File: src/rtl/pixel_pack_pkg.sv
package pixel_pack_pkg;

    typedef enum logic [1:0] {
        MODE_H2B   = 2'd0,
        MODE_W2B   = 2'd1,
        MODE_W2H   = 2'd2,
        MODE_NONE  = 2'd3
    } pack_mode_e;

    typedef enum logic {
        ST_IDLE   = 1'b0,
        ST_LOADED = 1'b1
    } pack_state_e;

    localparam int DATA_W   = 64;
    localparam int SCALE_W  = 5;
    localparam int H_LANES  = 4;
    localparam int W_LANES  = 2;
    localparam int H_FRAC   = 7;
    localparam int WB_FRAC  = 23;
    localparam int WH_FRAC  = 16;

endpackage

File: src/rtl/pack_lane.sv
module pack_lane #(
    parameter int     IN_W  = 16,
    parameter int     FRAC  = 7,
    parameter int     OUT_W = 8,
    parameter longint LO    = 0,
    parameter longint HI    = 255
) (
    input  logic signed [IN_W-1:0] lane,
    input  logic [4:0]             scale,
    output logic [OUT_W-1:0]       packed_val
);
    localparam int WIDE_W = 64;
    localparam logic signed [WIDE_W-1:0] LO_W = LO;
    localparam logic signed [WIDE_W-1:0] HI_W = HI;

    logic signed [WIDE_W-1:0] widened;
    logic signed [WIDE_W-1:0] scaled;
    logic signed [WIDE_W-1:0] pointed;
    logic signed [WIDE_W-1:0] clamped;

    always_comb begin
        widened = WIDE_W'(lane);
        scaled  = widened <<< scale;
        pointed = scaled >>> FRAC;
        if (pointed < LO_W) begin
            clamped = LO_W;
        end else if (pointed > HI_W) begin
            clamped = HI_W;
        end else begin
            clamped = pointed;
        end
    end

    assign packed_val = clamped[OUT_W-1:0];
endmodule

File: src/rtl/pixel_pack_unit.sv
module pixel_pack_unit
    import pixel_pack_pkg::*;
(
    input  logic        clk,
    input  logic        rst_n,
    input  logic        in_valid,
    input  logic [1:0]  mode,
    input  logic [63:0] gsr,
    input  logic [63:0] op_a,
    input  logic [63:0] op_b,
    output logic        out_valid,
    output logic [63:0] result
);
    localparam int H_W = DATA_W / H_LANES;
    localparam int W_W = DATA_W / W_LANES;

    pack_state_e state_q, state_d;
    pack_mode_e  mode_sel;
    logic [SCALE_W-1:0] scale_h, scale_w;
    logic [7:0]  h2b_byte [H_LANES];
    logic [7:0]  w2b_byte [W_LANES];
    logic [15:0] w2h_half [W_LANES];
    logic [63:0] next_res;
    logic        unused_bits;

    assign mode_sel    = pack_mode_e'(mode);
    assign scale_h     = {1'b0, gsr[6:3]};
    assign scale_w     = gsr[7:3];
    assign unused_bits = ^{gsr[63:8], gsr[2:0], op_a[63:56], op_a[31:24]};

    genvar gi;
    generate
        for (gi = 0; gi < H_LANES; gi++) begin : g_half
            pack_lane #(.IN_W(H_W), .FRAC(H_FRAC), .OUT_W(8), .LO(0), .HI(255)) u_lane (
                .lane       (op_b[gi*H_W +: H_W]),
                .scale      (scale_h),
                .packed_val (h2b_byte[gi])
            );
        end
        for (gi = 0; gi < W_LANES; gi++) begin : g_word
            pack_lane #(.IN_W(W_W), .FRAC(WB_FRAC), .OUT_W(8), .LO(0), .HI(255)) u_byte (
                .lane       (op_b[gi*W_W +: W_W]),
                .scale      (scale_w),
                .packed_val (w2b_byte[gi])
            );
            pack_lane #(.IN_W(W_W), .FRAC(WH_FRAC), .OUT_W(16), .LO(-32768), .HI(32767)) u_half (
                .lane       (op_b[gi*W_W +: W_W]),
                .scale      (scale_w),
                .packed_val (w2h_half[gi])
            );
        end
    endgenerate

    // Result selection per mode
    always_comb begin
        next_res = '0;
        unique case (mode_sel)
            MODE_H2B: begin
                for (int i = 0; i < H_LANES; i++) begin
                    next_res[8*i +: 8] = h2b_byte[i];
                end
            end
            MODE_W2B: begin
                next_res = {op_a[55:32], w2b_byte[1], op_a[23:0], w2b_byte[0]};
            end
            MODE_W2H: begin
                for (int i = 0; i < W_LANES; i++) begin
                    next_res[16*i +: 16] = w2h_half[i];
                end
            end
            MODE_NONE: next_res = '0;
        endcase
    end

    // Controller: next state
    always_comb begin
        state_d = state_q;
        unique case (state_q)
            ST_IDLE:   state_d = in_valid ? ST_LOADED : ST_IDLE;
            ST_LOADED: state_d = in_valid ? ST_LOADED : ST_IDLE;
        endcase
    end

    // Controller: state register
    always_ff @(posedge clk) begin
        if (!rst_n) begin
            state_q <= ST_IDLE;
        end else begin
            state_q <= state_d;
        end
    end

    // Controller: outputs
    always_comb begin
        out_valid = (state_q == ST_LOADED);
    end

    always_ff @(posedge clk) begin
        if (!rst_n) begin
            result <= '0;
        end else if (in_valid) begin
            result <= next_res;
        end
    end
endmodule

File: config.mk
export PLATFORM = sky130hd
export DESIGN_NAME = pixel_pack_unit
export DESIGN_NICKNAME = d
export VERILOG_FILES = /design/src/rtl/pixel_pack_pkg.sv /design/src/rtl/pack_lane.sv /design/src/rtl/pixel_pack_unit.sv
export SDC_FILE = /design/constraint.sdc
export NUM_CORES = 1
export LEC_CHECK = 0
export BUFFER_PORTS_ARGS = -buffer_cell sky130_fd_sc_hd__buf_2
export CORE_MARGIN = 10
export CORE_UTILIZATION = 55
export DETAILED_ROUTE_END_ITERATION = 10
export PLACE_DENSITY_LB_ADDON = 0.3
export SLEW_MARGIN = 20
export SYNTH_ARGS = -nofsm -noshare
export SYNTH_HDL_FRONTEND = slang
export SYNTH_SLANG_ARGS = --single-unit
export TNS_END_PERCENT = 30
File: constraint.sdc
create_clock -name clk -period 3.8 [get_ports clk]
set_input_delay 0.19 -clock clk [delete_from_list [all_inputs] [get_ports clk]]
set_output_delay 0.19 -clock clk [all_outputs]
set_load 0.02 [all_outputs]
# Word-level counts from Yosys, hierarchy flattened
# Index checks and enable logic that the tools add are counted.
totals:
  inputBits: 197
  word_cells: 47
  reg_bits: 65
  output_inout_bits: 65
classes:
  shift: 6
  mux: 19
  order_cmp: 16
  reduce_logical: 1
  n_eq_ne: 3
op_table:
  columns: ["cell", "count"]
  rows:
  - ["<<< shifter 16 x 4 -> 64 bit", 4]
  - ["> comparator 57 x 9 -> 1 bit, second input constant", 4]
  - ["< comparator 57 x 1 -> 1 bit, second input constant", 4]
  - ["case mux 32 bit (4 select lines)", 1]
  - ["<<< shifter 32 x 5 -> 64 bit", 2]
  - ["> comparator 48 x 16 -> 1 bit, second input constant", 2]
  - ["< comparator 48 x 16 -> 1 bit, second input constant", 2]
  - ["two-way mux 8 bit", 12]
  - ["> comparator 41 x 9 -> 1 bit, second input constant", 2]
  - ["< comparator 41 x 1 -> 1 bit, second input constant", 2]
  - ["two-way mux 16 bit", 4]
  - ["two-way mux 32 bit", 1]
  - ["== test 2 bit, second input constant", 2]
  - ["== test 2 x 1 -> 1 bit, second input constant", 1]
  - ["zero test 2 bit", 1]
  - ["two-way mux 1 bit", 1]

# Logic depth before layout (Yosys ltp)
logic_depth:
  depth_word: 5
  mapped_depth: 16
  mapped_depth_nobuf: 9

# Cells and area by module
# From an unflattened synthesis, not the netlist that was laid out.
hier_totals:
  hier_cells: 2380
  hier_area_um2: 19812.8
modules_own_cells:
  columns: ["mod", "seq_area_each_um2", "cells_each", "area_per_inst_um2", "n_inst"]
  rows:
  - ["pack_lane at g_word[0].u_half ...", 0.0, 412, 3407.0, 2]
  - ["pack_lane at g_half[0].u_lane ...", 0.0, 166, 1371.3, 4]
  - ["pack_lane at g_word[0].u_byte ...", 0.0, 299, 2338.5, 2]
  - ["pixel_pack_unit", 1301.2, 294, 2836.5, 1]

# Worst setup path after synthesis
# Ideal clock, no wire load.
synth_path:
  path_kind: "input to register"
  from: "input gsr[3]"
  to: "register result[4]"
  setup_time_ns: 0.140
  arrival_time_ns: 3.008
  slack_ns: 0.653
  n_path_buf: 7
  cell_stages: 16
  required_ns: 3.660
  cell_sequence: "buf_6 -> buf_12 -> buf_12 -> buf_8 -> buf_6 -> buf_6 -> mux4_2 -> nor3_2 -> nor2_1 -> o32ai_1 -> nand4_1 -> a2111oi_2 -> nor2_2 -> buf_6 -> o21ai_2 -> a41oi_1"
synth_between:
  elab_chain_len: 5
  elab_cells_between_ends: 15
  cone_classes: "order compare (6); shift (2); mux (7)"
synth_lines:
  columns: ["item", "line_no", "text"]
  rows:
  - ["start, declared", "pixel_pack_unit.sv:8", "input logic [63:0] gsr,"]
  - ["<<< shifter 32 x 5 -> 64 bit / <<< shifter 16 x 4 -> 64 bit (equally long branches)", "pack_lane.sv:23", "scaled = widened <<< scale;"]
  - ["> comparator 48 x 16 -> 1 bit (tied with other cells)", "pack_lane.sv:27", "end else if (pointed > HI_W) begin"]
  - ["two-way mux 16 bit / two-way mux 8 bit (equally long branches)", "pack_lane.sv:27", null]
  - ["two-way mux 16 bit / two-way mux 8 bit (equally long branches)", "pack_lane.sv:25", "if (pointed < LO_W) begin"]
  - ["case mux 32 bit (4 select lines) *", "pixel_pack_unit.sv:57", "unique case (mode_sel)"]
  - ["end signal, assigned", "pixel_pack_unit.sv:102", "result <= next_res;"]
  - ["end, declared", "pixel_pack_unit.sv:12", "output logic [63:0] result"]
# Every way passes the cells marked *; elsewhere a longest branch is shown, timed or not.
# A chain may end at the register's enable or synchronous reset.

# Worst setup path after layout
layout_path:
  from: "input gsr[3]"
  to: "register result[18]"
layout_between:
  elab_chain_len: 5
  elab_cells_between_ends: 11
  cone_classes: "order compare (4); shift (2); mux (5)"
layout_lines:
  columns: ["item", "line_no"]
  rows:
  - ["<<< shifter 32 x 5 -> 64 bit / <<< shifter 16 x 4 -> 64 bit (equally long branches)", "pack_lane.sv:23"]
  - ["> comparator 48 x 16 -> 1 bit / > comparator 57 x 9 -> 1 bit (equally long branches)", "pack_lane.sv:27"]
  - ["two-way mux 16 bit / two-way mux 8 bit (equally long branches)", "pack_lane.sv:27"]
  - ["two-way mux 16 bit / two-way mux 8 bit (equally long branches)", "pack_lane.sv:25"]
  - ["case mux 32 bit (4 select lines) *", "pixel_pack_unit.sv:57"]
# Marked as above.

==> results.py <==
metrics = {
    "clocking": {
        "cts.clk_slew.worst_paths_ps": 60,
        "post_cts_resize_count": 0,
        "cts.sinks": 65,
        "cts-root-buf": "clkbuf_16",
        "htree_levels": 3,
        "cts_hold_buf": 0,
        "cts_setup_buffers": 0,
        "clk_latency_ps": 330,
        "cts_tree": "done",
        "clockBufferDepth": 2,
        "cts_buffers": 9,
    },
    "timing": {
        "max_clock_freq_ghz": 0.303,
        "report.final.slew_viol_count": 0,
        "period_needed_ps": 3300,
        "fin_ws_ps": 496,
        "tns_ps": 0,
        "slew-limit-headroom_pct": 34.0,
        "hold_viol": 0,
        "rsz0062_at_grt": "false",
        "worst_pin_slew_ps": 990,
        "hold_slack_ps": 132,
        "finalCritPeriodShare_pct": 87.0,
        "skew_ps": 0,
        "setup_viol": 0,
    },
    "route": {
        "met2_length_um": 19300,
        "drt-total-wl_um": 40500,
        "highest_layer": "met4",
        "vias_per_cell": 7.01,
        "drc_errors": 0,
        "drt_iter0_drc": 1658,
        "wl_met3_um": 3510,
        "detail_route.first_pass.iterations": 9,
        "postRouteAntennaNets": 0,
        "met1_length_um": 15000,
        "vias": 11290,
        "wl_per_cell_um": 25.1,
    },
    "die": {
        "die_h_um": 153,
        "core_um2": 17400,
        "die-area_um2": 23600,
        "io_pins": 262,
        "dieWidth_um": 153,
        "row_count": 48,
        "start_util_pct": 56.5,
    },
    "critical_path": {
        "reg2regPathDepth": 2,
        "slowest_stage": "mux4_2",
        "crit_required_ps": 4010,
        "path_cells": "buf_6 > mux4_2 > mux2i_1 > mux2_2 > and3_1 > a41o_1 > nor4bb_1 > a31oi_1 > buf_4 > o21ai_0 > a21oi_1",
        "slowest_delay_ps": 610,
        "crit_path_start_kind": "primary input",
        "crit_arrival_ps": 3510,
        "worstSetupPathType": "in -> reg",
        "path_max_fanout": 44,
        "cp-end-kind": "register",
    },
    "global_routing": {
        "grtUsageTotal_pct": 32.2,
        "grt_pass1_vias": 10885,
        "grt_max_degree": 76,
        "grt_pass1_wl_um": 62100,
        "antenna_found_initial": 2,
        "gr-total-overflow": 0,
    },
    "logic_synthesis": {
        "syn-cell-area_um2": 9800,
        "synth-main-ff-cell": "dfxtp_1",
        "syn_inst": 1247,
        "synth.avg_cell_area_um2": 7.86,
        "synth_compound_area_share_pct": 28.2,
        "synth_top_area_share_pct": 16.1,
        "synth_cell_types": 88,
        "synth.area.mux_share_pct": 31.4,
        "synthSimpleGateAreaFrac_pct": 20.1,
        "seq_area_frac_synth_pct": 13.3,
        "synth.most_common_cell": "nand2_1",
        "synthesis.nets": 1444,
        "synth_top_family_by_area": "multiplexers",
        "synthTopCellsByArea": "mux4_2 16%, dfxtp_1 13%, mux2i_1 10%",
        "synth_top_cells_by_count": "149 x nand2_1, 101 x mux2i_1, 100 x o21ai_0",
        "async_flop_share_pct": 0,
        "synth-xor-area-share_pct": 0,
        "ys_ff_latch": 65,
        "synthAdderAreaFrac_pct": 0,
        "synth_top_area_cell": "mux4_2",
        "synth-edff-count": 0,
        "yosys_warnings": 0,
    },
    "placed_design": {
        "dp_cells": 1594,
        "place_area_um2": 10900,
        "pre_cts_slack_ps": 282,
        "gp_congestion": 1.00,
        "portBuffers": 186,
        "hpwl_um": 31100,
    },
    "power": {
        "total_power_mw": 3.02,
        "p_per_area_nw_per_um2": 270,
        "p_leak_nw": 4.53,
        "vdd_drop_max_v": 0.000255,
    },
    "finish": {
        "final_area_um2": 11200,
        "fill_cells": 1524,
        "drive_gt1_share_pct": 28.7,
        "final_util_pct": 64.6,
        "syn_to_final_growth_pct": 14.4,
        "nets": 1577,
        "fin_cells": 1611,
    },
    "hold_path": {
        "min_path_cells": 3,
        "hold_path_class": "in -> reg",
    },
    "run_status": {
        "outcome": "completed",
    },
    "flow_run": {
        "drv_cap": 0,
    },
}
-- report_power, final --
part | internal (mW) | leakage (nW) | switching [mW]
registers | 0.716 | 0.533 | 0.0160
logic | 0.566 | 3.85 | 0.891
clock network | 0.539 | 0.140 | 0.294
total | 1.82 | 4.53 | 1.20
-- cells in the final DEF (no fill, tap or decap), types with 5 or more instances in the layout --
cell	count
a211o_1	5
a211oi_1	15
a21boi_0	31
a21o_1	5
a21oi_1	92
a221oi_1	9
a22oi_1	12
a31oi_1	17
a41oi_1	7
and3_1	12
buf_12	6
buf_2	182
buf_4	56
clkbuf_16	9
dfxtp_1	65
inv_1	8
mux2_2	37
mux2i_1	101
mux4_2	70
nand2_1	149
nand2b_1	42
nand3_1	47
nand4_1	8
nor2_1	84
nor2b_1	12
nor3_1	21
nor4_1	7
o211ai_1	12
o21ai_0	100
o21ai_1	13
o221a_2	6
o221ai_1	5
o22ai_1	27
-- path summary, 6_finish.rpt --
check	to	from	slack [ps]
setup / recovery	result[18]	gsr[3]	500
hold reg to reg	result[60]	result[60]	480
hold / removal	result[9]	op_a[1]	130
setup reg to reg	result[17]	result[17]	3070
-- flip-flops by register name, summed over array words and instances, names as in the netlist --
| signal | count |
|---|---|
| out_valid | 1 |
| result | 64 |
-- cell families after synthesis --
group           after synthesis
compound gates              420
buf+inv                     135
flops                        65
mux                         213
simple gates                414
-- critical path, delay by kind of cell --
family,cells,cell delay [ps]
and+or+nand+nor,2,450
buffers and inverters,2,640
AOI/OAI and AO/OA,4,730
muxes,3,1480
-- layout make-up --
cell class	count	area (um^2)	area share [%]
Clock buffer	11	253	2.25
Tap cell	225	282	2.51
Sequential cell	65	1300	11.6
Inverter	12	45.0	0.402
Timing Repair Buffer	245	1460	13.0
Clock inverter	4	52.6	0.469
Antenna cell	2	5.00	0.0446
Multi-Input combinational cell	1047	7810	69.7
-- routing by layer --
| metal | GRT usage, % | vias to the layer above |
|---|---|---|
| li1 | - | 5076 |
| met1 | 39.0 | 5266 |
| met2 | 53.5 | 767 |
| met3 | 5.61 | 181 |
| met4 | 17.3 | 0 |
| met5 | 0 | - |
Note: power is estimated with default switching activity, not from simulation.
